[src/rtl/pred_pkg.sv]
package pred_pkg;
  localparam int unsigned PRED_N = 64;

  // per-entry next-state source
  typedef enum logic [1:0] {
    SRC_HOLD = 2'd0,
    SRC_CMP_A = 2'd1,
    SRC_CMP_B = 2'd2,
    SRC_BULK = 2'd3
  } wr_src_e;
endpackage

[src/rtl/pred_wr_arb.sv]
module pred_wr_arb
  import pred_pkg::*;
#(
  parameter int unsigned NUM_PRED = PRED_N,
  localparam int unsigned IDX_W = $clog2(NUM_PRED)
) (
  input  logic             restore_i,
  input  logic             we_a_i,
  input  logic [IDX_W-1:0] idx_a_i,
  input  logic             we_b_i,
  input  logic [IDX_W-1:0] idx_b_i,
  output wr_src_e          src_o [NUM_PRED]
);
  // entry 0 never changes
  assign src_o[0] = SRC_HOLD;

  for (genvar i = 1; i < NUM_PRED; i++) begin : g_sel
    logic hit_a, hit_b;
    assign hit_a = we_a_i && (idx_a_i == IDX_W'(i));
    assign hit_b = we_b_i && (idx_b_i == IDX_W'(i));
    // restore > port A > port B
    always_comb begin
      if (restore_i)  src_o[i] = SRC_BULK;
      else if (hit_a) src_o[i] = SRC_CMP_A;
      else if (hit_b) src_o[i] = SRC_CMP_B;
      else            src_o[i] = SRC_HOLD;
    end
  end
endmodule

[src/rtl/pred_store.sv]
module pred_store
  import pred_pkg::*;
#(
  parameter int unsigned NUM_PRED = PRED_N
) (
  input  logic                clk_i,
  input  logic                rst_ni,
  input  wr_src_e             src_i [NUM_PRED],
  input  logic                cmp_res_i,
  input  logic [NUM_PRED-1:0] bulk_i,
  output logic [NUM_PRED-1:0] bits_o
);
  // hardwired true entry, no storage
  assign bits_o[0] = 1'b1;

  for (genvar i = 1; i < NUM_PRED; i++) begin : g_ent
    logic q;
    always_ff @(posedge clk_i or negedge rst_ni) begin
      if (!rst_ni) q <= 1'b0;
      else begin
        unique case (src_i[i])
          SRC_CMP_A: q <= cmp_res_i;
          SRC_CMP_B: q <= ~cmp_res_i;
          SRC_BULK:  q <= bulk_i[i];
          default:   q <= q;
        endcase
      end
    end
    assign bits_o[i] = q;
  end
endmodule

[src/rtl/pred_gate.sv]
module pred_gate #(
  parameter int unsigned NUM_PRED = pred_pkg::PRED_N,
  localparam int unsigned IDX_W = $clog2(NUM_PRED)
) (
  input  logic [NUM_PRED-1:0] bits_i,
  input  logic                valid_i,
  input  logic [IDX_W-1:0]    qp_idx_i,
  output logic                qp_val_o,
  output logic                commit_o
);
  assign qp_val_o = bits_i[qp_idx_i];
  assign commit_o = valid_i & qp_val_o;
endmodule

[src/rtl/pred_file.sv]
module pred_file
  import pred_pkg::*;
#(
  parameter int unsigned NUM_PRED = PRED_N,
  localparam int unsigned IDX_W = $clog2(NUM_PRED)
) (
  input  logic                clk_i,
  input  logic                rst_ni,
  input  logic                cmp_we_a_i,
  input  logic [IDX_W-1:0]    cmp_idx_a_i,
  input  logic                cmp_we_b_i,
  input  logic [IDX_W-1:0]    cmp_idx_b_i,
  input  logic                cmp_res_i,
  input  logic                restore_i,
  input  logic [NUM_PRED-1:0] restore_word_i,
  output logic [NUM_PRED-1:0] save_word_o,
  input  logic                insn_valid_i,
  input  logic [IDX_W-1:0]    qp_idx_i,
  output logic                qp_val_o,
  output logic                commit_o
);
  wr_src_e             src [NUM_PRED];
  logic [NUM_PRED-1:0] bits;

  pred_wr_arb #(.NUM_PRED(NUM_PRED)) u_arb (
    .restore_i (restore_i),
    .we_a_i    (cmp_we_a_i),
    .idx_a_i   (cmp_idx_a_i),
    .we_b_i    (cmp_we_b_i),
    .idx_b_i   (cmp_idx_b_i),
    .src_o     (src)
  );

  pred_store #(.NUM_PRED(NUM_PRED)) u_store (
    .clk_i     (clk_i),
    .rst_ni    (rst_ni),
    .src_i     (src),
    .cmp_res_i (cmp_res_i),
    .bulk_i    (restore_word_i),
    .bits_o    (bits)
  );

  pred_gate #(.NUM_PRED(NUM_PRED)) u_gate (
    .bits_i   (bits),
    .valid_i  (insn_valid_i),
    .qp_idx_i (qp_idx_i),
    .qp_val_o (qp_val_o),
    .commit_o (commit_o)
  );

  assign save_word_o = bits;
endmodule

[config.mk]
export PLATFORM = sky130hd
export DESIGN_NAME = pred_file
export DESIGN_NICKNAME = d
export VERILOG_FILES = /design/src/rtl/pred_pkg.sv /design/src/rtl/pred_wr_arb.sv /design/src/rtl/pred_store.sv /design/src/rtl/pred_gate.sv /design/src/rtl/pred_file.sv
export SDC_FILE = /design/constraint.sdc
export NUM_CORES = 1
export LEC_CHECK = 0
export BUFFER_PORTS_ARGS = -buffer_cell sky130_fd_sc_hd__buf_2
export CORE_UTILIZATION = 54
export CTS_CLUSTER_SIZE = 20
export DETAILED_ROUTE_END_ITERATION = 8
export GPL_TIMING_DRIVEN = 0
export PLACE_DENSITY = 0.81
export SETUP_SLACK_MARGIN = 0.2
export SYNTH_ARGS = -nofsm -noshare
export SYNTH_HDL_FRONTEND = slang
export SYNTH_HIERARCHICAL = 1
export SYNTH_SLANG_ARGS = --single-unit
[constraint.sdc]
create_clock -name clk_i -period 2.1 [get_ports clk_i]
set_input_delay 0 -clock clk_i [delete_from_list [all_inputs] [get_ports clk_i]]
set_output_delay 0 -clock clk_i [all_outputs]
set_load 0.005 [all_outputs]
## Word level (Yosys, flattened, before mapping)

Cells that the tools add are included.

| operators by class | value |
|---|---|
| equality and inequality tests | 315 |
| muxes and demuxes | 254 |
| bitwise operators | 2 |
| $lt $le $gt $ge | 1 |
| reduce and logical (&&, ||, !) cells | 189 |

Operators by type and width:

| kind | number |
|---|---|
| $eq A6 B6 Y1 const B | 64 |
| $mux W2 | 189 |
| $eq A2 B2 Y1 const B | 126 |
| $eq A6 B5 Y1 const B | 32 |
| $pmux W1 S3 | 63 |
| $reduce_bool A3 Y1 | 63 |
| $eq A2 B1 Y1 const B | 63 |
| $logic_and A1 B1 Y1 | 126 |
| $eq A6 B4 Y1 const B | 16 |
| $eq A6 B3 Y1 const B | 8 |
| $eq A6 B2 Y1 const B | 4 |
| $eq A6 B1 Y1 const B | 2 |
| $lt A6 B7 Y1 const B | 1 |
| $bmux W1 S6 | 1 |
| $and A1 B1 Y1 | 1 |
| $mux W1 | 1 |
| $not A1 Y1 | 1 |

| storage, ports and cells | value |
|---|---|
| output and inout port bits | 66 |
| bits in registers | 63 |
| input port bits | 89 |
| logic and storage cells | 824 |

## Longest topological paths before layout

Gate-level depths: netlist of run 1.

| logic depth | value |
|---|---|
| depth after elaboration | 7 |
| depth in mapped cells | 8 |
| mapped depth without buffers | 6 |

## Hierarchy

Netlist of run 1, hierarchy kept.

Modules (own cells, without submodules):

| module | cells an instance | area an instance (sq um) | times used | sequential area each (sq um) |
|---|---|---|---|---|
| pred_store | 519 | 4395.5 | 1 | 1576.5 |
| pred_wr_arb | 270 | 1706.6 | 1 | 0.0 |
| pred_gate | 46 | 543.0 | 1 | 0.0 |

## Worst setup path before layout of run 1

No wires, ideal clock.

| path | value |
|---|---|
| kind | register to output |
| from | register u_store.g_ent[30].q |
| to | output port commit_o |
| stages on the path, launching flop included | 7 |
| arrival | 1723 ps |
| path buffers | 1 |
| data required time | 2100 ps |
| slack | 377 ps |
| cells stage by stage | dfrtp_1 -> buf_4 -> mux4_2 -> mux4_2 -> mux2i_1 -> nand2_1 -> o311a_1 |

| on the way | value |
|---|---|
| cells in the longest elaborated chain, start to end | 3 |

RTL lines:

| what | RTL line | source |
|---|---|---|
| from (decl) | pred_store.sv:17 | `logic q;` |
| from (signal assigned) | pred_store.sv:22 | `SRC_CMP_A: q <= cmp_res_i;` |
| from (signal assigned) | pred_store.sv:23 | `SRC_CMP_B: q <= ~cmp_res_i;` |
| from (signal assigned) | pred_store.sv:24 | `SRC_BULK: q <= bulk_i[i];` |
| $bmux W1 S6 | pred_gate.sv:11 | `assign qp_val_o = bits_i[qp_idx_i];` |
| $mux W1 (not written as such) | pred_gate.sv:11 |  |
| $and A1 B1 Y1 | pred_gate.sv:12 | `assign commit_o = valid_i & qp_val_o;` |
| to (decl) | pred_file.sv:20 | `output logic commit_o` |

Every way passes these cells. The select of a mux whose other input is x is not followed.

## Final worst setup path of run 1

Same ends and word-level chain as after synthesis.

==> run_summary.xml, run 1 <==
<?xml version="1.0" encoding="UTF-8"?>
<metrics>
  <group name="power">
    <metric name="power-per-cell-area" unit="nW/µm²">538</metric>
    <metric name="power.static_leakage" unit="µW">0.00384</metric>
    <metric name="max-vdd-ir-drop" unit="mV">0.523</metric>
  </group>
  <group name="grt">
    <metric name="via_count_of_the_first_global_routing_pass" unit="">7196</metric>
    <metric name="antenna_found_initial" unit="">1</metric>
    <metric name="grt_pass1_wl" unit="mm">37.2</metric>
    <metric name="largest_net_degree_at_the_start_of_global_routing" unit="">64</metric>
    <metric name="grt_overflow" unit="">0</metric>
    <metric name="track_usage" unit="">0.383</metric>
  </group>
  <group name="sta">
    <metric name="setup_tns" unit="ps">-720</metric>
    <metric name="hold_viol" unit="">0</metric>
    <metric name="finalCritPeriodShare" unit="">1.17</metric>
    <metric name="postLayoutSetupSlackWorst" unit="ps">-365</metric>
    <metric name="clock.fmax" unit="MHz">406</metric>
    <metric name="grt_setup_unrepaired" unit="">yes</metric>
    <metric name="fin_hold_ws" unit="ps">0.368</metric>
    <metric name="drv_slew" unit="">0</metric>
    <metric name="timing_worst_slew_pin_value" unit="ps">925</metric>
    <metric name="setup_viol_count_final" unit="">2</metric>
    <metric name="final_setup_skew" unit="ps">0</metric>
    <metric name="finalWorstPathRequiredPeriod" unit="ps">2460</metric>
    <metric name="timing.max_slew.rel_slack" unit="">0.383</metric>
  </group>
  <group name="cts">
    <metric name="cts-root-buf" unit="">sky130_fd_sc_hd__clkbuf_16</metric>
    <metric name="insertion_delay" unit="ps">350</metric>
    <metric name="cts_buffers" unit="">9</metric>
    <metric name="htreeDepth" unit="">3</metric>
    <metric name="cts.clk_slew.worst_paths" unit="ps">50</metric>
    <metric name="ctsLongestPathBuffers" unit="">2</metric>
    <metric name="cts_sinks" unit="">63</metric>
    <metric name="cts_tree" unit="">yes</metric>
  </group>
  <group name="drt">
    <metric name="detailedRoute.firstPassIterationCount" unit="">5</metric>
    <metric name="overall_via_count_from_detail_route" unit="">7533</metric>
    <metric name="post_drt_wl_per_cell" unit="µm">20.1</metric>
    <metric name="ant_nets" unit="">0</metric>
    <metric name="total_routed_wirelength" unit="mm">24.0</metric>
    <metric name="drt-initial-drc-count" unit="">859</metric>
    <metric name="vias_per_cell" unit="">6.30</metric>
    <metric name="drc" unit="">0</metric>
  </group>
  <group name="worst_setup_path">
    <metric name="timing_worst_setup_path_type" unit="">register to output port</metric>
    <metric name="arrival" unit="ps">2460</metric>
    <metric name="r2r-start" unit="">u_store/g_ent[30].q</metric>
    <metric name="worstPathRequired" unit="ps">2100</metric>
    <metric name="crit_start" unit="">u_store/g_ent[30].q</metric>
    <metric name="crit_path_max_fanout" unit="">2</metric>
    <metric name="worstSetupStartpointType" unit="">register</metric>
    <metric name="worstSetupEndpointType" unit="">output port</metric>
  </group>
  <group name="final_layout">
    <metric name="largest_reg_flops" unit="">63</metric>
    <metric name="finish.instance_area" unit="µm²">8360</metric>
    <metric name="nFillCells" unit="">970</metric>
    <metric name="biggestRegsByFlops" unit="">u_store/g_ent.q: 63 flops</metric>
    <metric name="area_delta_synth_final" unit="%">26.2</metric>
    <metric name="regMostFlops" unit="">u_store/g_ent.q</metric>
    <metric name="ff_latch_area" unit="µm²">1580</metric>
    <metric name="layout.nets" unit="">1134</metric>
    <metric name="multi_input_area" unit="µm²">4090</metric>
    <metric name="final_cells" unit="">1195</metric>
    <metric name="post_route_cells_drive_above_1_share" unit="">0.303</metric>
  </group>
  <group name="floorplan">
    <metric name="design.die.area" unit="µm²">12700</metric>
    <metric name="io_pins" unit="">155</metric>
    <metric name="die_height" unit="µm">113</metric>
    <metric name="start_util" unit="">0.554</metric>
    <metric name="die-width" unit="µm">113</metric>
    <metric name="core_region_area" unit="µm²">12000</metric>
    <metric name="fp-row-count" unit="">40</metric>
  </group>
  <group name="status">
    <metric name="status" unit="">complete, but fails checks</metric>
    <metric name="violations" unit="">setup timing</metric>
  </group>
  <group name="placement">
    <metric name="dpl.cell_count" unit="">1127</metric>
    <metric name="pre_cts_ws" unit="ps">-211</metric>
    <metric name="routabilityCongestion" unit="">0.988</metric>
    <metric name="dp.final_hpwl" unit="mm">17.1</metric>
    <metric name="placement.io_buffers" unit="">148</metric>
    <metric name="placed_area" unit="µm²">7550</metric>
  </group>
  <group name="min_path">
    <metric name="class_of_the_tightest_hold_or_removal_check" unit="">input pin to register</metric>
    <metric name="min-delay-start" unit="">restore_word_i[3]</metric>
  </group>
  <group name="synth">
    <metric name="post_synth_instance_area" unit="µm²">6630</metric>
    <metric name="average_size_of_a_mapped_cell" unit="µm²">7.96</metric>
    <metric name="synth.yosys.warnings" unit="">6</metric>
    <metric name="syn-num-nets" unit="">921</metric>
    <metric name="netlist_instances" unit="">832</metric>
  </group>
  <group name="run">
    <metric name="drv_cap" unit="">0</metric>
  </group>
</metrics>
-- cell type report --
class / count / share of cell area
Antenna cell: 1 / 0.000299
Buffer: 113 / 0.0872
Clock buffer: 12 / 0.0319
Clock inverter: 1 / 0.000599
Inverter: 64 / 0.0287
Multi-Input combinational cell: 592 / 0.489
Sequential cell: 63 / 0.189
Tap cell: 147 / 0.0220
Timing Repair Buffer: 202 / 0.152
-- critical path, cell delays in order, from the launching register on --
cell and delay (ps):
sky130_fd_sc_hd__dfrtp_1 380, sky130_fd_sc_hd__buf_4 140, sky130_fd_sc_hd__mux4_2 510, sky130_fd_sc_hd__mux4_2 540, sky130_fd_sc_hd__mux2i_1 200, sky130_fd_sc_hd__nand2_1 100, sky130_fd_sc_hd__o311a_1 110, sky130_fd_sc_hd__buf_2 120
-- final timing paths --
path / cells past startpoint / slack (ps) / end
max in group asynchronous: 2 / 1170 / u_store/g_ent[56].q
setup reg to reg: 5 / 960 / u_store/g_ent[30].q
hold reg to reg: 2 / 590 / u_store/g_ent[9].q
min in group asynchronous: 2 / 320 / u_store/g_ent[3].q
setup / recovery: 7 / -360 / commit_o
hold / removal: 3 / 0.4 / u_store/g_ent[3].q
-- placed cells by master, fill, tap and decap left out, types with 6 or more instances in the layout --
cell,count
sky130_fd_sc_hd__nor2_1,39
sky130_fd_sc_hd__o22ai_1,70
sky130_fd_sc_hd__a21oi_1,28
sky130_fd_sc_hd__buf_2,165
sky130_fd_sc_hd__dlygate4sd3_1,48
sky130_fd_sc_hd__dfrtp_1,63
sky130_fd_sc_hd__clkbuf_16,9
sky130_fd_sc_hd__mux4_2,16
sky130_fd_sc_hd__mux2i_1,6
sky130_fd_sc_hd__a21boi_0,62
sky130_fd_sc_hd__o32ai_2,10
sky130_fd_sc_hd__buf_4,71
sky130_fd_sc_hd__nand2_1,74
sky130_fd_sc_hd__clkbuf_1,25
sky130_fd_sc_hd__nor3_1,7
sky130_fd_sc_hd__inv_1,64
sky130_fd_sc_hd__o21ai_0,62
sky130_fd_sc_hd__o32ai_1,17
sky130_fd_sc_hd__a31o_2,28
sky130_fd_sc_hd__nor2b_1,38
sky130_fd_sc_hd__a31o_1,35
sky130_fd_sc_hd__nand2b_1,67
-- per-stage QoR --
stage                     power, µW  utilization
after CTS                      4450        0.697
after detailed placement       2930        0.631
after floorplan                2400            -
final                          4500        0.699
after global routing           4700        0.699
after global placement         2890        0.631
-- routing by layer --
metal / share of wire / wire length (µm) / global-route usage / vias to the layer above
met4: 0.050 / 1190 / 0.230 / 0
met5: 0 / 0 / 0 / -
li1: - / - / - / 3393
met2: 0.45 / 10900 / 0.606 / 526
met3: 0.11 / 2540 / 0.0766 / 89
met1: 0.39 / 9370 / 0.487 / 3525
-- power breakdown --
| part | switching [µW] | total, µW | internal (µW) |
|---|---|---|---|
| registers | 112 | 1460 | 1350 |
| logic | 792 | 1600 | 811 |
| clock network | 563 | 1440 | 872 |
-- what timing repair did --
action,4_1_cts,5_1_grt
pin swaps,2,0
setup endpoints to repair,2,2
hold buffers,48,0
setup buffers,3,3
gates cloned,0,0
hold endpoints to repair,110,0
resized for setup,1,1
Note: power is estimated with default switching activity, not from simulation.
==> run 2: changes to the inputs <==
--- a/config.mk
+++ b/config.mk
@@ -5,12 +5,12 @@
 export SDC_FILE = /design/constraint.sdc
 export NUM_CORES = 1
 export LEC_CHECK = 0
-export BUFFER_PORTS_ARGS = -buffer_cell sky130_fd_sc_hd__buf_2
 export CORE_UTILIZATION = 54
 export CTS_CLUSTER_SIZE = 20
 export DETAILED_ROUTE_END_ITERATION = 8
+export DONT_BUFFER_PORTS = 1
 export GPL_TIMING_DRIVEN = 0
-export PLACE_DENSITY = 0.81
+export PLACE_DENSITY = 0.7
 export SETUP_SLACK_MARGIN = 0.2
 export SYNTH_ARGS = -nofsm -noshare
 export SYNTH_HDL_FRONTEND = slang
==> run 2 against run 1 <==
Against the previous run: the flow still finishes with violations (setup timing); first-iteration DRC count shrank 21%; register-to-register slack gained 40 ps; maximum frequency grew 5.3%; die area is the same; count of clock-buffer cells in the layout is the same; combinational power shrank 9%; critical path depth shrank 1; sequential share of layout area grew 1.2 points; largest cell class unchanged; cell area shrank 5.8%; final cell count shrank 11%.
==> run_summary.xml, run 2 (synthesized netlist as in run 1, its figures left out) <==
<?xml version="1.0" encoding="UTF-8"?>
<metrics>
  <group name="drt">
    <metric name="drt-initial-drc-count" unit="">676</metric>
    <metric name="overall_via_count_from_detail_route" unit="">7204</metric>
    <metric name="drc" unit="">0</metric>
    <metric name="total_routed_wirelength" unit="mm">24.4</metric>
    <metric name="vias_per_cell" unit="">6.74</metric>
    <metric name="post_drt_wl_per_cell" unit="µm">22.8</metric>
    <metric name="ant_nets" unit="">0</metric>
    <metric name="detailedRoute.firstPassIterationCount" unit="">7</metric>
  </group>
  <group name="floorplan">
    <metric name="fp-row-count" unit="">40</metric>
    <metric name="die_height" unit="µm">113</metric>
    <metric name="start_util" unit="">0.554</metric>
    <metric name="core_region_area" unit="µm²">12000</metric>
    <metric name="io_pins" unit="">155</metric>
    <metric name="die-width" unit="µm">113</metric>
    <metric name="design.die.area" unit="µm²">12700</metric>
  </group>
  <group name="placement">
    <metric name="placed_area" unit="µm²">6810</metric>
    <metric name="placement.io_buffers" unit="">0</metric>
    <metric name="dpl.cell_count" unit="">979</metric>
    <metric name="pre_cts_ws" unit="ps">-57.4</metric>
    <metric name="dp.final_hpwl" unit="mm">17.5</metric>
    <metric name="routabilityCongestion" unit="">0.900</metric>
  </group>
  <group name="final_layout">
    <metric name="final_cells" unit="">1069</metric>
    <metric name="most_frequent_standard_cell_in_the_layout_excluding_fill_and_tap_cells" unit="">sky130_fd_sc_hd__nand2_1</metric>
    <metric name="layout.nets" unit="">1006</metric>
    <metric name="finish.instance_area" unit="µm²">7880</metric>
    <metric name="nFillCells" unit="">1008</metric>
    <metric name="largest_reg_flops" unit="">63</metric>
    <metric name="regMostFlops" unit="">u_store/g_ent.q</metric>
    <metric name="area_delta_synth_final" unit="%">18.9</metric>
    <metric name="diodes" unit="">0</metric>
    <metric name="biggestRegsByFlops" unit="">u_store/g_ent.q: 63 flops</metric>
    <metric name="post_route_cells_drive_above_1_share" unit="">0.189</metric>
    <metric name="most-common-layout-cells" unit="">sky130_fd_sc_hd__nand2_1, sky130_fd_sc_hd__o22ai_1, sky130_fd_sc_hd__nand2b_1, sky130_fd_sc_hd__buf_4, sky130_fd_sc_hd__dlygate4sd3_1</metric>
  </group>
  <group name="power">
    <metric name="seqPwrFrac" unit="">0.328</metric>
    <metric name="switching_share" unit="">0.325</metric>
    <metric name="max-vdd-ir-drop" unit="mV">0.342</metric>
    <metric name="clockPowerShare" unit="">0.346</metric>
    <metric name="switching_power" unit="µW">1450</metric>
    <metric name="internal-power" unit="µW">3010</metric>
    <metric name="power.static_leakage" unit="µW">0.00335</metric>
    <metric name="fin_total_pwr" unit="µW">4460</metric>
    <metric name="combinationalPowerShare" unit="">0.326</metric>
    <metric name="power-per-cell-area" unit="nW/µm²">566</metric>
  </group>
  <group name="sta">
    <metric name="timing.max_slew.rel_slack" unit="">0.339</metric>
    <metric name="finalCritPeriodShare" unit="">1.11</metric>
    <metric name="grt_setup_unrepaired" unit="">yes</metric>
    <metric name="hold_viol" unit="">0</metric>
    <metric name="clock.fmax" unit="MHz">427</metric>
    <metric name="timing_worst_slew_pin_value" unit="ps">991</metric>
    <metric name="drv_slew" unit="">0</metric>
    <metric name="setup_viol_count_final" unit="">2</metric>
    <metric name="finalWorstPathRequiredPeriod" unit="ps">2340</metric>
    <metric name="setup_tns" unit="ps">-479</metric>
    <metric name="final_setup_skew" unit="ps">0</metric>
    <metric name="postLayoutSetupSlackWorst" unit="ps">-240</metric>
  </group>
  <group name="cts">
    <metric name="cts_sinks" unit="">63</metric>
    <metric name="htreeDepth" unit="">3</metric>
    <metric name="cts.clk_slew.worst_paths" unit="ps">60</metric>
    <metric name="insertion_delay" unit="ps">350</metric>
    <metric name="ctsLongestPathBuffers" unit="">2</metric>
    <metric name="cts_tree" unit="">yes</metric>
    <metric name="cts_buffers" unit="">9</metric>
    <metric name="cts-root-buf" unit="">sky130_fd_sc_hd__clkbuf_16</metric>
  </group>
  <group name="run">
    <metric name="drv_cap" unit="">0</metric>
  </group>
  <group name="grt">
    <metric name="track_usage" unit="">0.388</metric>
    <metric name="largest_net_degree_at_the_start_of_global_routing" unit="">64</metric>
    <metric name="grt_overflow" unit="">0</metric>
    <metric name="grt_pass1_wl" unit="mm">37.5</metric>
    <metric name="via_count_of_the_first_global_routing_pass" unit="">7179</metric>
    <metric name="antenna_found_initial" unit="">0</metric>
  </group>
  <group name="worst_setup_path">
    <metric name="crit_path_max_fanout" unit="">2</metric>
    <metric name="worstSetupEndpointType" unit="">output port</metric>
    <metric name="arrival" unit="ps">2340</metric>
    <metric name="worstPathRequired" unit="ps">2100</metric>
    <metric name="worstSetupStartpointType" unit="">register</metric>
    <metric name="timing_worst_setup_path_type" unit="">register to output port</metric>
  </group>
  <group name="status">
    <metric name="status" unit="">complete, but fails checks</metric>
    <metric name="violations" unit="">setup timing</metric>
  </group>
  <group name="min_path">
    <metric name="class_of_the_tightest_hold_or_removal_check" unit="">input pin to register</metric>
  </group>
</metrics>
-- run 2: cell count changes in the layout (fill, tap and decap cells not counted) --
cell	delta
sky130_fd_sc_hd__diode_2	-1
sky130_fd_sc_hd__buf_16	+1
sky130_fd_sc_hd__clkbuf_1	+2
sky130_fd_sc_hd__buf_2	-147
sky130_fd_sc_hd__buf_4	-6
sky130_fd_sc_hd__buf_6	+7
sky130_fd_sc_hd__dlygate4sd3_1	+17
sky130_fd_sc_hd__mux2i_2	+1
sky130_fd_sc_hd__clkbuf_8	-2
sky130_fd_sc_hd__mux2i_1	-1
sky130_fd_sc_hd__clkinv_2	+2
sky130_fd_sc_hd__bufinv_16	+1
-- run 2: cell type report --
type                    instances  area, µm²  area share
flip-flops and latches         63       1580       0.200
plain buffers                 113        756      0.0959
inverters                      64        240      0.0305
well taps                     147        184      0.0233
multi-input cells             592       4090       0.519
clock inverters                 4       45.0     0.00572
clock buffers                  12        246      0.0313
repair buffers                 74        738      0.0937
-- run 2: what timing repair did --
item / in CTS / in global routing
pin swaps: 2 / 1
buffers inserted: 3 / 5
endpoints found under the hold margin: 126 / 1
endpoints found under the setup margin: 2 / 2
hold buffers: 65 / 1
resized for setup: 5 / 5
-- run 2: metrics by stage --
step / hold slack (ps) / utilization
after floorplan: -296 / -
after global placement: -293 / 0.569
after detailed placement: -293 / 0.569
after CTS: 2.44 / 0.653
after global routing: 29.2 / 0.659
final: 6.73 / 0.659
-- run 2: final timing paths --
path                                             to  cells past startpoint                 from  slack (ps)
worst max-delay path                       commit_o                      6  u_store/g_ent[30].q        -240
worst min-delay path            u_store/g_ent[46].q                      2   restore_word_i[46]           7
worst max register to register  u_store/g_ent[30].q                      5  u_store/g_ent[30].q        1000
worst min register to register  u_store/g_ent[42].q                      2  u_store/g_ent[42].q         590
max in group asynchronous        u_store/g_ent[9].q                      2               rst_ni        1590
min in group asynchronous       u_store/g_ent[52].q                      2               rst_ni         210
-- run 2: layer usage --
metal / GRT usage / wire length [µm] / up-vias
met5: 0 / 0 / -
met4: 0.212 / 1080 / 0
met3: 0.0991 / 2960 / 114
met2: 0.625 / 11300 / 516
met1: 0.477 / 9120 / 3433
li1: - / - / 3141
-- run 2: worst max-delay path: stages, from the launching register on --
cell and delay, ps:
sky130_fd_sc_hd__dfrtp_1 390, sky130_fd_sc_hd__buf_4 140, sky130_fd_sc_hd__mux4_2 510, sky130_fd_sc_hd__mux4_2 530
sky130_fd_sc_hd__mux2i_2 200, sky130_fd_sc_hd__nand2_1 90, sky130_fd_sc_hd__o311a_1 130
-- run 2: power by group through the flow --
| stage | Sequential [µW] | Clock, µW | Combinational (µW) |
|---|---|---|---|
| 2_1_floorplan | 1440 | 0 | 968 |
| 3_5_place_dp | 1470 | 0 | 1220 |
| 3_3_place_gp | 1460 | 0 | 1170 |
| 5_1_grt | 1470 | 1610 | 1550 |
| 6_report | 1460 | 1540 | 1450 |
| 4_1_cts | 1450 | 1560 | 1390 |
